<file path="config.mk">
export PLATFORM = sky130hd
export DESIGN_NAME = gpio_irq_router
export DESIGN_NICKNAME = d
export VERILOG_FILES = /design/src/rtl/gpio_irq_pkg.sv /design/src/rtl/gpio_trig_detect.sv /design/src/rtl/gpio_irq_bank.sv /design/src/rtl/gpio_irq_router.sv
export SDC_FILE = /design/constraint.sdc
export NUM_CORES = 1
export LEC_CHECK = 0
export ABC_AREA = 1
export BUFFER_PORTS_ARGS = -buffer_cell sky130_fd_sc_hd__buf_2
export CORE_MARGIN = 2
export CORE_UTILIZATION = 45
export CTS_CLUSTER_SIZE = 24
export DETAILED_ROUTE_END_ITERATION = 8
export PLACE_DENSITY = 0.66
export SLEW_MARGIN = 20
export SYNTH_ARGS = -nofsm -noshare
export SYNTH_HDL_FRONTEND = slang
export SYNTH_SLANG_ARGS = --single-unit
</file>
<file path="constraint.sdc">
create_clock -name clk -period 2.8 [get_ports clk]
set_input_delay 0.14 -clock clk [delete_from_list [all_inputs] [get_ports clk]]
set_output_delay 0.14 -clock clk [all_outputs]
set_load 0.02 [all_outputs]
</file>
<file path="src/rtl/gpio_irq_pkg.sv">
package gpio_irq_pkg;

   typedef enum logic [2:0] {
      TM_OFF  = 3'd0,
      TM_RISE = 3'd1,
      TM_FALL = 3'd2,
      TM_ANY  = 3'd3,
      TM_LOW  = 3'd4,
      TM_HIGH = 3'd5,
      TM_RSV6 = 3'd6,
      TM_RSV7 = 3'd7
   } trig_mode_e;

   localparam int MODE_W     = 3;
   localparam int NUM_ROUTES = 4;
   localparam int CFG_W      = MODE_W + NUM_ROUTES;
   localparam int EN_LSB     = MODE_W;

   // route index inside a bank's copy array; order is the read order
   localparam int RT_APP_IRQ = 0;
   localparam int RT_APP_NMI = 1;
   localparam int RT_PRO_IRQ = 2;
   localparam int RT_PRO_NMI = 3;

   // register map, per-bank steps
   localparam int STAT_BASE = 'h44;
   localparam int CLR_BASE  = 'h4C;
   localparam int BANK_STEP = 'h0C;
   localparam int COPY_BASE = 'h60;
   localparam int COPY_STEP = 'h14;
   localparam int WORD_B    = 4;

endpackage

</file>
<file path="src/rtl/gpio_trig_detect.sv">
module gpio_trig_detect
   import gpio_irq_pkg::*;
#(
   parameter int NUM_PINS = 40
) (
   input  logic                             clk,
   input  logic                             rst_n,
   input  logic [NUM_PINS-1:0]              lvl_i,
   input  logic [NUM_PINS-1:0][MODE_W-1:0]  mode_i,
   output logic [NUM_PINS-1:0]              fire_o
);

   logic [NUM_PINS-1:0] prev_q;

   always_ff @(posedge clk or negedge rst_n) begin
      if (!rst_n) prev_q <= '0;
      else        prev_q <= lvl_i;
   end

   for (genvar p = 0; p < NUM_PINS; p++) begin : g_pin
      always_comb begin
         unique case (trig_mode_e'(mode_i[p]))
            TM_RISE: fire_o[p] =  lvl_i[p] & ~prev_q[p];
            TM_FALL: fire_o[p] = ~lvl_i[p] &  prev_q[p];
            TM_ANY:  fire_o[p] =  lvl_i[p] ^  prev_q[p];
            TM_LOW:  fire_o[p] = ~lvl_i[p];
            TM_HIGH: fire_o[p] =  lvl_i[p];
            default: fire_o[p] = 1'b0;
         endcase
      end
   end

endmodule

</file>
<file path="src/rtl/gpio_irq_bank.sv">
module gpio_irq_bank
   import gpio_irq_pkg::*;
#(
   parameter int BANK_W = 32
) (
   input  logic                                 clk,
   input  logic                                 rst_n,
   input  logic [BANK_W-1:0]                    trig_i,
   input  logic [NUM_ROUTES-1:0][BANK_W-1:0]    route_en_i,
   input  logic [BANK_W-1:0]                    clr_i,
   output logic [BANK_W-1:0]                    stat_o,
   output logic [NUM_ROUTES-1:0][BANK_W-1:0]    copy_o
);

   logic [BANK_W-1:0]                 stat_q;
   logic [NUM_ROUTES-1:0][BANK_W-1:0] copy_q;

   // a trigger in the same cycle as a clear wins: set is OR-ed after the mask
   always_ff @(posedge clk or negedge rst_n) begin
      if (!rst_n) stat_q <= '0;
      else        stat_q <= (stat_q & ~clr_i) | trig_i;
   end

   for (genvar r = 0; r < NUM_ROUTES; r++) begin : g_route
      always_ff @(posedge clk or negedge rst_n) begin
         if (!rst_n) copy_q[r] <= '0;
         else        copy_q[r] <= (copy_q[r] & ~clr_i) | (trig_i & route_en_i[r]);
      end
   end

   assign stat_o = stat_q;
   assign copy_o = copy_q;

endmodule

</file>
<file path="src/rtl/gpio_irq_router.sv">
module gpio_irq_router
   import gpio_irq_pkg::*;
#(
   parameter int NUM_PINS = 40,
   parameter int BANK_W   = 32,
   parameter int ADDR_W   = 8,
   parameter int DATA_W   = 32
) (
   input  logic                         clk,
   input  logic                         rst_n,
   input  logic [NUM_PINS-1:0]          pin_lvl_i,
   input  logic [NUM_PINS*CFG_W-1:0]    pin_cfg_i,
   input  logic                         bus_wr_i,
   input  logic [ADDR_W-1:0]            bus_addr_i,
   input  logic [DATA_W-1:0]            bus_wdata_i,
   output logic [DATA_W-1:0]            bus_rdata_o,
   output logic                         irq_o,
   output logic                         nmi_o
);

   localparam int NUM_BANKS = (NUM_PINS + BANK_W - 1) / BANK_W;
   localparam int PAD_W     = NUM_BANKS * BANK_W;

   if (NUM_BANKS > 2) begin : g_chk_banks
      $error("gpio_irq_router: map holds at most two banks");
   end
   if (BANK_W > DATA_W) begin : g_chk_width
      $error("gpio_irq_router: bank wider than data bus");
   end
   if (ADDR_W < 8) begin : g_chk_addr
      $error("gpio_irq_router: address too narrow for the map");
   end

   // ---------------- configuration unpack ----------------
   logic [NUM_PINS-1:0][MODE_W-1:0] mode_w;
   logic [NUM_PINS-1:0]             fire_w;
   logic [PAD_W-1:0]                trig_pad;
   logic [NUM_ROUTES-1:0][PAD_W-1:0] en_pad;

   always_comb begin
      trig_pad = '0;
      en_pad   = '0;
      for (int p = 0; p < NUM_PINS; p++) begin
         mode_w[p]   = pin_cfg_i[p*CFG_W +: MODE_W];
         trig_pad[p] = fire_w[p];
         for (int r = 0; r < NUM_ROUTES; r++) begin
            en_pad[r][p] = pin_cfg_i[p*CFG_W + EN_LSB + r];
         end
      end
   end

   gpio_trig_detect #(.NUM_PINS(NUM_PINS)) u_detect (
      .clk    (clk),
      .rst_n  (rst_n),
      .lvl_i  (pin_lvl_i),
      .mode_i (mode_w),
      .fire_o (fire_w)
   );

   // ---------------- banks ----------------
   logic [BANK_W-1:0]                 stat_w [NUM_BANKS];
   logic [NUM_ROUTES-1:0][BANK_W-1:0] copy_w [NUM_BANKS];

   for (genvar b = 0; b < NUM_BANKS; b++) begin : g_bank
      logic [NUM_ROUTES-1:0][BANK_W-1:0] en_b;
      logic [BANK_W-1:0]                 clr_b;
      logic                              hit_clr;

      assign hit_clr = bus_wr_i && (bus_addr_i == ADDR_W'(CLR_BASE + b*BANK_STEP));
      assign clr_b   = hit_clr ? bus_wdata_i[BANK_W-1:0] : '0;

      for (genvar r = 0; r < NUM_ROUTES; r++) begin : g_en
         assign en_b[r] = en_pad[r][b*BANK_W +: BANK_W];
      end

      gpio_irq_bank #(.BANK_W(BANK_W)) u_bank (
         .clk        (clk),
         .rst_n      (rst_n),
         .trig_i     (trig_pad[b*BANK_W +: BANK_W]),
         .route_en_i (en_b),
         .clr_i      (clr_b),
         .stat_o     (stat_w[b]),
         .copy_o     (copy_w[b])
      );
   end

   // ---------------- output lines ----------------
   always_comb begin
      irq_o = 1'b0;
      nmi_o = 1'b0;
      for (int b = 0; b < NUM_BANKS; b++) begin
         irq_o = irq_o | (|copy_w[b][RT_APP_IRQ]) | (|copy_w[b][RT_PRO_IRQ]);
         nmi_o = nmi_o | (|copy_w[b][RT_APP_NMI]) | (|copy_w[b][RT_PRO_NMI]);
      end
   end

   // ---------------- read mux ----------------
   always_comb begin
      bus_rdata_o = '0;
      for (int b = 0; b < NUM_BANKS; b++) begin
         if (bus_addr_i == ADDR_W'(STAT_BASE + b*BANK_STEP))
            bus_rdata_o = DATA_W'(stat_w[b]);
         for (int r = 0; r < NUM_ROUTES; r++) begin
            if (bus_addr_i == ADDR_W'(COPY_BASE + b*COPY_STEP + r*WORD_B))
               bus_rdata_o = DATA_W'(copy_w[b][r]);
         end
      end
   end

endmodule

</file>
## After elaboration in Yosys (flattened, before gate mapping)

Index checks and enable logic that the tools add are counted.

- Equality and inequality tests: 212
- Mux-type cells: 52
- Bitwise operators: 236
- Reduce and logical (&&, ||, !) cells: 10

Operators by type and width:

| kind | number |
|---|---|
| bitwise AND 32 bit | 14 |
| 2-to-1 mux 32 bit | 12 |
| bitwise OR 32 bit | 8 |
| OR reduction 32 bit | 8 |
| equality test 3 x 2 -> 1 bit, second input constant | 80 |
| equality test 3 bit, second input constant | 80 |
| one-hot mux 1 bit (5 select lines) | 40 |
| equality test 3 x 1 -> 1 bit, second input constant | 40 |
| equality test 8 x 7 -> 1 bit, second input constant | 11 |
| bitwise AND 1 bit | 80 |
| inverter 1 bit | 80 |
| inverter 32 bit | 2 |
| bitwise OR 32 x 8 -> 32 bit | 2 |
| XOR 1 bit | 40 |
| bitwise AND 8 bit | 4 |
| equality test 8 bit, second input constant | 1 |
| bitwise OR 1 bit | 6 |
| logical AND 1 bit | 2 |

- Bits in registers: 360
- Input bits: 363
- Output and inout port bits: 34
- Word-level logic and storage cells: 521

## Depth between registers and ports, before layout

Gate-level depths: netlist (run 1).

- Depth in word-level cells: 11
- Depth in mapped cells: 12
- Mapped depth without buffers: 11

## By module

From an unflattened synthesis (run 1), not the netlist that was laid out.

- Cell total of the unflattened synthesis: 2850
- Area, all modules: 19890.3 sq um

By module, submodules not included:

| module | times used | cells an instance | area an instance (sq um) | seq. area each (sq um) |
|---|---|---|---|---|
| gpio_irq_bank | 2 | 672 | 5925.7 | 4003.8 |
| gpio_trig_detect | 1 | 680 | 4354.2 | 1001.0 |
| gpio_irq_router | 1 | 826 | 3684.8 | 0.0 |

## Worst setup path before layout (run 1)

Ideal clock, no wire load.

- Kind: in2out
- From: in bus_addr_i[1]
- To: out bus_rdata_o[21]
- Data arrival time: 1285 ps
- Required time: 2660 ps
- Setup slack: 1375 ps
- Stages: 8
- Path buffers: 1
- Path through: nor2_1 > nand3_1 > nor3_2 > clkbuf_1 > nand2_1 > nand4_1 > nand2_1 > nand3_1

- Longest elaborated chain between the ends: 11
- Elaborated cells between the ends (all ways): 20

RTL lines:

| what | line | RTL |
|---|---|---|
| start, declared | gpio_irq_router.sv:14 | `input logic [ADDR_W-1:0] bus_addr_i,` |
| equality test 8 x 7 -> 1 bit | gpio_irq_router.sv:101 | `if (bus_addr_i == ADDR_W'(STAT_BASE + b*BANK_STEP))` |
| 2-to-1 mux 32 bit | gpio_irq_router.sv:101 |  |
| 2-to-1 mux 32 bit (4 in series) | gpio_irq_router.sv:104 | `if (bus_addr_i == ADDR_W'(COPY_BASE + b*COPY_STEP + r*WORD_B))` |
| 2-to-1 mux 32 bit | gpio_irq_router.sv:101 |  |
| 2-to-1 mux 32 bit (3 in series) | gpio_irq_router.sv:104 |  |
| 2-to-1 mux 32 bit * | gpio_irq_router.sv:104 |  |
| end, declared | gpio_irq_router.sv:16 | `output logic [DATA_W-1:0] bus_rdata_o,` |

Mark *: on every way between the ends. The rest lies on a longest branch, timed or not.

## Final worst setup path (run 1)

- From: reg g_bank[1].u_bank.copy_q (netlist bit g_bank[1].u_bank.copy_o[7])
- To: out irq_o

- Longest elaborated chain between the ends: 3

RTL lines:

| what | line | RTL |
|---|---|---|
| start, declared | gpio_irq_bank.sv:16 | `logic [NUM_ROUTES-1:0][BANK_W-1:0] copy_q;` |
| start signal, assigned by index | gpio_irq_bank.sv:27 | `else copy_q[r] <= (copy_q[r] & ~clr_i) \| (trig_i & route_en_i[r]);` |
| OR reduction 32 bit | gpio_irq_router.sv:92 | `irq_o = irq_o \| (\|copy_w[b][RT_APP_IRQ]) \| (\|copy_w[b][RT_PRO_IRQ]);` |
| bitwise OR 1 bit (2 in series) | gpio_irq_router.sv:92 |  |
| end, declared | gpio_irq_router.sv:17 | `output logic irq_o,` |

No other way between the ends.

==> impl_results.md, run 1 <==
- Starting Density: 45.7%
- Most common cell in the synthesized netlist: inv_1
- Post-DR vias/cell: 5.40
- Max-Cap Viols: 0
- Die area: 44300 sq um
- Syn_area_per_cell: 7.73 sq um
- Internal: 9870 uW
- Leak: 0.0132 uW
- Power Density: 504 nW/um^2
- Max-slew headroom: 31.8%
- CP peak stage delay: 530 ps
- Tot GR Track Use: 32.4%
- Yosys top cell by area: dfrtp_1
- First drt pass iteration count: 6
- Worst slew pin tran: 1010 ps
- Via Count: 20000
- Core box area: 42000 sq um
- Fmax achieved: 0.370 GHz
- CTS tree: yes
- Initial DRC count: 1565
- Critical Path Slowest Stage Cell: nor4_1
- Max VDD drop: 0.000408 V
- Routability cong.: 0.903
- Hold Slack: -11.8 ps
- Crit Path Category: reg2out
- Final Setup Violations: 0
- Period minus WS final: 2700 ps
- Post-Syn Nets: 2926
- Worst hold path type: in2reg
- Final setup TNS: 0 ps
- Post-CTS Setup Bufs: 0
- Post-DRT Antenna Nets: 0
- Inserted Clock Buffers: 42
- Global-route wire length before repair: 112 mm
- Outcome: finished, violations left
- Top cells by area, synth: dfrtp_1 47%, inv_1 10%, nor2_1 6.8%
- PortBufs: 396
- Sw frac: 24.6%
- Flops & latches, synth: 360
- Die Y: 211 microns
- CTS max path bufs: 3
- Fin nets: 3576
- Worst-path cell chain: nor4_1 -> nand4_1 -> or2_2 -> nor2_1 -> nand2_1 -> buf_2
- Vias in the first global route: 21000
- Critical path peak fanout: 3
- Asr flop ratio synth: 100%
- Slew Limit Fails: 0
- Drt drc: 0
- Clk_lat worst skew: 560 ps
- Root Buffer: clkbuf_16
- Die width: 211 microns
- Crit end category: output pin
- Clock Skew: 11.4 ps
- Layout cells sized above 1: 16.5%
- Ports: 397
- DP Wirelength: 50.4 mm
- Area Growth Syn to Fin: 35.1%
- RSZ-0062 raised after global routing: no
- Combinational power share: 11.6%
- Total grt overflow: 0
- Prevailing post-synth register cell: dfrtp_1
- Clk network pwr share: 47.1%
- Clock sink count: 360
- Largest net degree at the start of global routing: 160
- Synth top area share: 46.9%
- Initial antenna violation count: 4
- Final Hold Viols: 1
- Seq pwr share: 41.4%
- Synth warn: 0
- Yosys cell types: 29
- Power consumption: 13100 uW
- Synthesized area: 19200 sq um
- Synth cell count leaders: 533 x inv_1, 360 x dfrtp_1, 346 x nor2_1
- Failing checks: negative hold slack
- Sequential fraction of the synthesis area: 46.9%
- Resize count post-CTS: 0
- Period utilization: 96.5%
- Num rows: 75
- Switching power: 3220 uW
- # H-tree levels: 2
- Clk slew on worst S/H paths: 60 ps
- Quantity of hold-fixing buffers added after cts: 240
- Post-Route WL: 71.1 mm
- Startpoint Class: flop
- Layout Utilization: 61.7%
- Worst endpoint required time: 2660 ps
- EDFF count, synth: 0
- Post-Synthesis Cells: 2483
- Arrival time worst endpoint: 2560 ps
- Routed wire per std cell: 19.2 microns
## registers in the layout, summed over array words and instances, names as in the netlist
register / count
g_bank.u_bank.stat_o: 64
g_bank.u_bank.copy_o: 256
u_detect.prev_q: 40
## final cells by class
| class | count | area, sq um |
|---|---|---|
| Timing Repair Buffer | 669 | 4740 |
| Tap cell | 539 | 674 |
| Clock inverter | 12 | 235 |
| Clock buffer | 65 | 1320 |
| Sequential cell | 360 | 9010 |
| Inverter | 540 | 2030 |
| Multi-Input combinational cell | 1520 | 7920 |
| Fill cell | 3700 | 16100 |
| Antenna cell | 3 | 7.51 |
## kinds of logic (layout without fill, tap and decap cells)
group	Yosys count	after routing	share of synthesized area [%]
flip-flops	360	360	46.9
adder cells (fa/ha/maj)	80	80	5.21
AO/OA/AOI/OAI	515	515	14.5
other	0	3	0
buffers and inverters	603	1286	12.1
AND/OR/NAND/NOR	925	925	21.3
## power by group through the flow
stage / sequential [uW] / combinational, uW / clock (uW)
final: 5410 / 1510 / 6160
after global routing: 5420 / 1680 / 6440
after CTS: 5410 / 1490 / 6230
after detailed placement: 5500 / 1230 / 0
after global placement: 5500 / 1170 / 0
after floorplan: 5480 / 505 / 0
## per-stage QoR
stage                     std cells  instance area, sq um  hold WS, ps  worst slack (ps)
final                          3708                 25900        -11.8              98.4
after detailed placement       3388                 22000          248               657
after global routing           3708                 25900         21.6              6.36
after floorplan                2483                 19200         -156              1380
after CTS                      3705                 25900         1.20              93.3
after global placement         3388                 22000          245               670
## routing by layer
| layer | GRT usage (%) | up-vias | wire length (microns) |
|---|---|---|---|
| met1 | 39.5 | 9677 | 27900 |
| li1 | - | 9325 | - |
| met2 | 57.2 | 864 | 35400 |
| met3 | 5.86 | 170 | 5330 |
| met5 | 0 | - | 0 |
| met4 | 12.1 | 0 | 2420 |
## placed cells by master, fill, tap and decap left out, types with 8 or more instances in the layout
master and n:
ha_1 80, buf_4 25, dfrtp_1 360, nand4_1 76, o21ai_0 248, clkbuf_8 12, o22ai_1 12, nor4_1 47
clkbuf_16 45, nand2_1 272, buf_12 8, clkbuf_1 8, dlygate4sd3_1 240, o31ai_1 80, nor3_1 45, nor2_1 344
o21ai_1 128, buf_2 395, inv_1 533, a21oi_1 47, nand3_1 123
## critical path: cells and delay by family (launching register included)
family	cells	cell delay, ps
and+or+nand+nor	5	1420
DFF	1	390
buffers and inverters	1	190
## path summary, 6_finish.rpt
path | from | endpoint | slack (ps) | cells after the start
min reg2reg | g_bank[0].u_bank.stat_o[11] | g_bank[0].u_bank.stat_o[11] | 490 | 2
max in group asynchronous | rst_n | u_detect.prev_q[0] | 1660 | 3
min in group asynchronous | rst_n | u_detect.prev_q[28] | 200 | 2
min | pin_cfg_i[58] | g_bank[0].u_bank.stat_o[8] | -10 | 3
max | g_bank[1].u_bank.copy_o[7] | irq_o | 100 | 6
max reg2reg | u_detect.prev_q[12] | g_bank[0].u_bank.copy_o[108] | 490 | 6
No activity file was read; power rests on OpenSTA's default activity.
==> run 2: changes to the inputs <==
PLACE_DENSITY = 0.74   (was 0.66)
==> run 2 against run 1 <==
  * The run now ends clean
  * Register-to-register slack lost 380 ps
  * Critical path depth unchanged
  * Clock power down 9.3%
  * Setup slack worse by 51 ps
  * Core utilization increased by 0.96 points
  * Routed wire length is 2.3% higher
  * Via count grew 3.8%
  * Critical path type unchanged
  * Critical endpoint unchanged
  * Highest routed layer is now met5
==> impl_results.md, run 2 (synthesis results as in run 1) <==
- Initial antenna violation count: 9
- Critical Path Slowest Stage Cell: nor4_1
- Worst hold path type: in2reg
- Tot GR Track Use: 32.8%
- Initial DRC count: 2038
- Reg2Reg Depth: 7
- Max VDD drop: 0.000351 V
- Num rows: 75
- Post-DRT Antenna Nets: 0
- Fillers: 3489
- CP peak stage delay: 420 ps
- Most common cell after layout, fill and taps aside: inv_1
- Hold path cells: 4
- Power Density: 476 nW/um^2
- Final Hold Viols: 0
- Clk slew on worst S/H paths: 60 ps
- Clock Skew: 21.0 ps
- Pre-CTS WS: 557 ps
- Clk_lat worst skew: 580 ps
- Max-slew headroom: 31.1%
- Post-DR vias/cell: 5.52
- Vias in the first global route: 21600
- Layout cells sized above 1: 16.2%
- Arrival time worst endpoint: 2610 ps
- RR Startpoint: u_detect.prev_q[25]
- Worst Hold Path EP: g_bank[0].u_bank.stat_o[7]
- CTS tree: yes
- RSZ-0062 raised after global routing: no
- Worst Hold Launch: pin_cfg_i[51]
- Drt drc: 0
- Commonest non-fill, non-tap cells in the layout: 533 x inv_1, 395 x buf_2, 360 x dfrtp_1
- Total grt overflow: 0
- Final Setup Violations: 0
- Root Buffer: clkbuf_16
- DP Wirelength: 50.7 mm
- WP buf/inv: 1
- Crit Path Category: reg2out
- Period minus WS final: 2750 ps
- Layout Utilization: 62.7%
- Critical path peak fanout: 3
- Largest net degree at the start of global routing: 160
- Footprint of the multi-input gates: 7930 sq um
- Worst slew pin tran: 1030 ps
- Post-Route WL: 72.8 mm
- Area Growth Syn to Fin: 37.1%
- Max FFs per register: 256
- Global-route wire length before repair: 114 mm
- # H-tree levels: 2
- Final setup TNS: 0 ps
- Startpoint Class: flop
- Routability cong.: 0.912
- First drt pass iteration count: 5
- Fmax achieved: 0.363 GHz
- Slew Limit Fails: 0
- Worst-path cell chain: nor4_1 -> nand4_1 -> or2_2 -> nor2_1 -> nand2_1 -> buf_2
- Reg2reg end: g_bank[0].u_bank.stat_o[25]
- Die Y: 211 microns
- PortBufs: 396
- Worst endpoint required time: 2660 ps
- Period utilization: 98.3%
- FF-to-FF setup slack: 110 ps
- Via Count: 20800
- Crit end category: output pin
- Final WS setup: 46.9 ps
- Total area of sequential cells: 9010 sq um
- Die width: 211 microns
- Routed wire per std cell: 19.3 microns
- Post-CTS Setup Bufs: 0
- Die area: 44300 sq um
- Inserted Clock Buffers: 41
- Ports: 397
- Leak: 0.0132 uW
- Outcome: complete, no violations
- CTS max path bufs: 3
- CP top delay family: simple AND/OR/NAND/NOR gates
- Clock sink count: 360
- Core box area: 42000 sq um
- Fin nets: 3635
- Starting Density: 45.7%
- Hold Slack: 13.5 ps
- Max-Cap Viols: 0
[run 2: changes by cell type in the layout (fill, tap and decap cells not counted), moves of 2 or more]
cell           delta
clkinvlp_4        +2
buf_12            -2
diode_2           +5
dlygate4sd3_1    +56
clkbuf_8          -4
clkbuf_1          -2
clkinv_8          +2
clkbuf_16         -4
bufinv_16         -3
buf_4             +6
[run 2: what timing repair did]
item,4_1_cts,5_1_grt
pin swaps,0,1
resized for setup,1,0
hold buffers,296,0
endpoints found under the setup margin,1,1
hold endpoints to repair,320,0
[run 2: routing by layer]
metal | vias up | wire length [microns] | GRT usage (%)
met5 | - | 9 | 0
met4 | 2 | 3170 | 15.2
met3 | 218 | 6170 | 5.94
met2 | 1123 | 36300 | 58.5
met1 | 10000 | 27200 | 38.3
li1 | 9453 | - | -
[run 2: layout make-up]
type,instances,share of cell area (%)
sequential,360,34.2
multi-input combinational,1520,30.1
timing repair buffer,729,20.2
inverter,540,7.70
clock buffer,55,4.40
tap,539,2.56
clock inverter,16,0.817
antenna,8,0.0760
[run 2: per-stage QoR]
step,area [sq um],instances,total power [uW]
2_1_floorplan,19200,2483,5980
3_3_place_gp,22000,3392,6660
3_5_place_dp,22000,3392,6730
4_1_cts,26300,3759,12600
5_1_grt,26300,3767,13000
6_report,26300,3767,12500
[run 2: where the power goes]
group | switching (uW) | internal, uW
clock | 2310 | 3280
combinational | 879 | 671
sequential | 81.2 | 5330
[run 2: worst max path at each step]
stage / startpoint / end / slack, ps / cells past startpoint
after floorplan: bus_addr_i[1] / bus_rdata_o[21] / 1380 / 8
after global placement: g_bank[1].u_bank.copy_o[7] / irq_o / 630 / 6
after detailed placement: g_bank[1].u_bank.copy_o[7] / irq_o / 560 / 6
after CTS: g_bank[1].u_bank.copy_o[3] / irq_o / 40 / 6
after global routing: u_detect.prev_q[25] / g_bank[0].u_bank.stat_o[25] / 20 / 7
final: g_bank[1].u_bank.copy_o[3] / irq_o / 50 / 6
[run 2: worst reg2reg max path: cells and delay by family, from the launching register on]
kind	cells	cell delay [ps]
AOI/OAI and AO/OA	3	750
buffers and inverters	2	1200
and+or+nand+nor	1	50
DFF	1	390
adders and majority gates	1	190
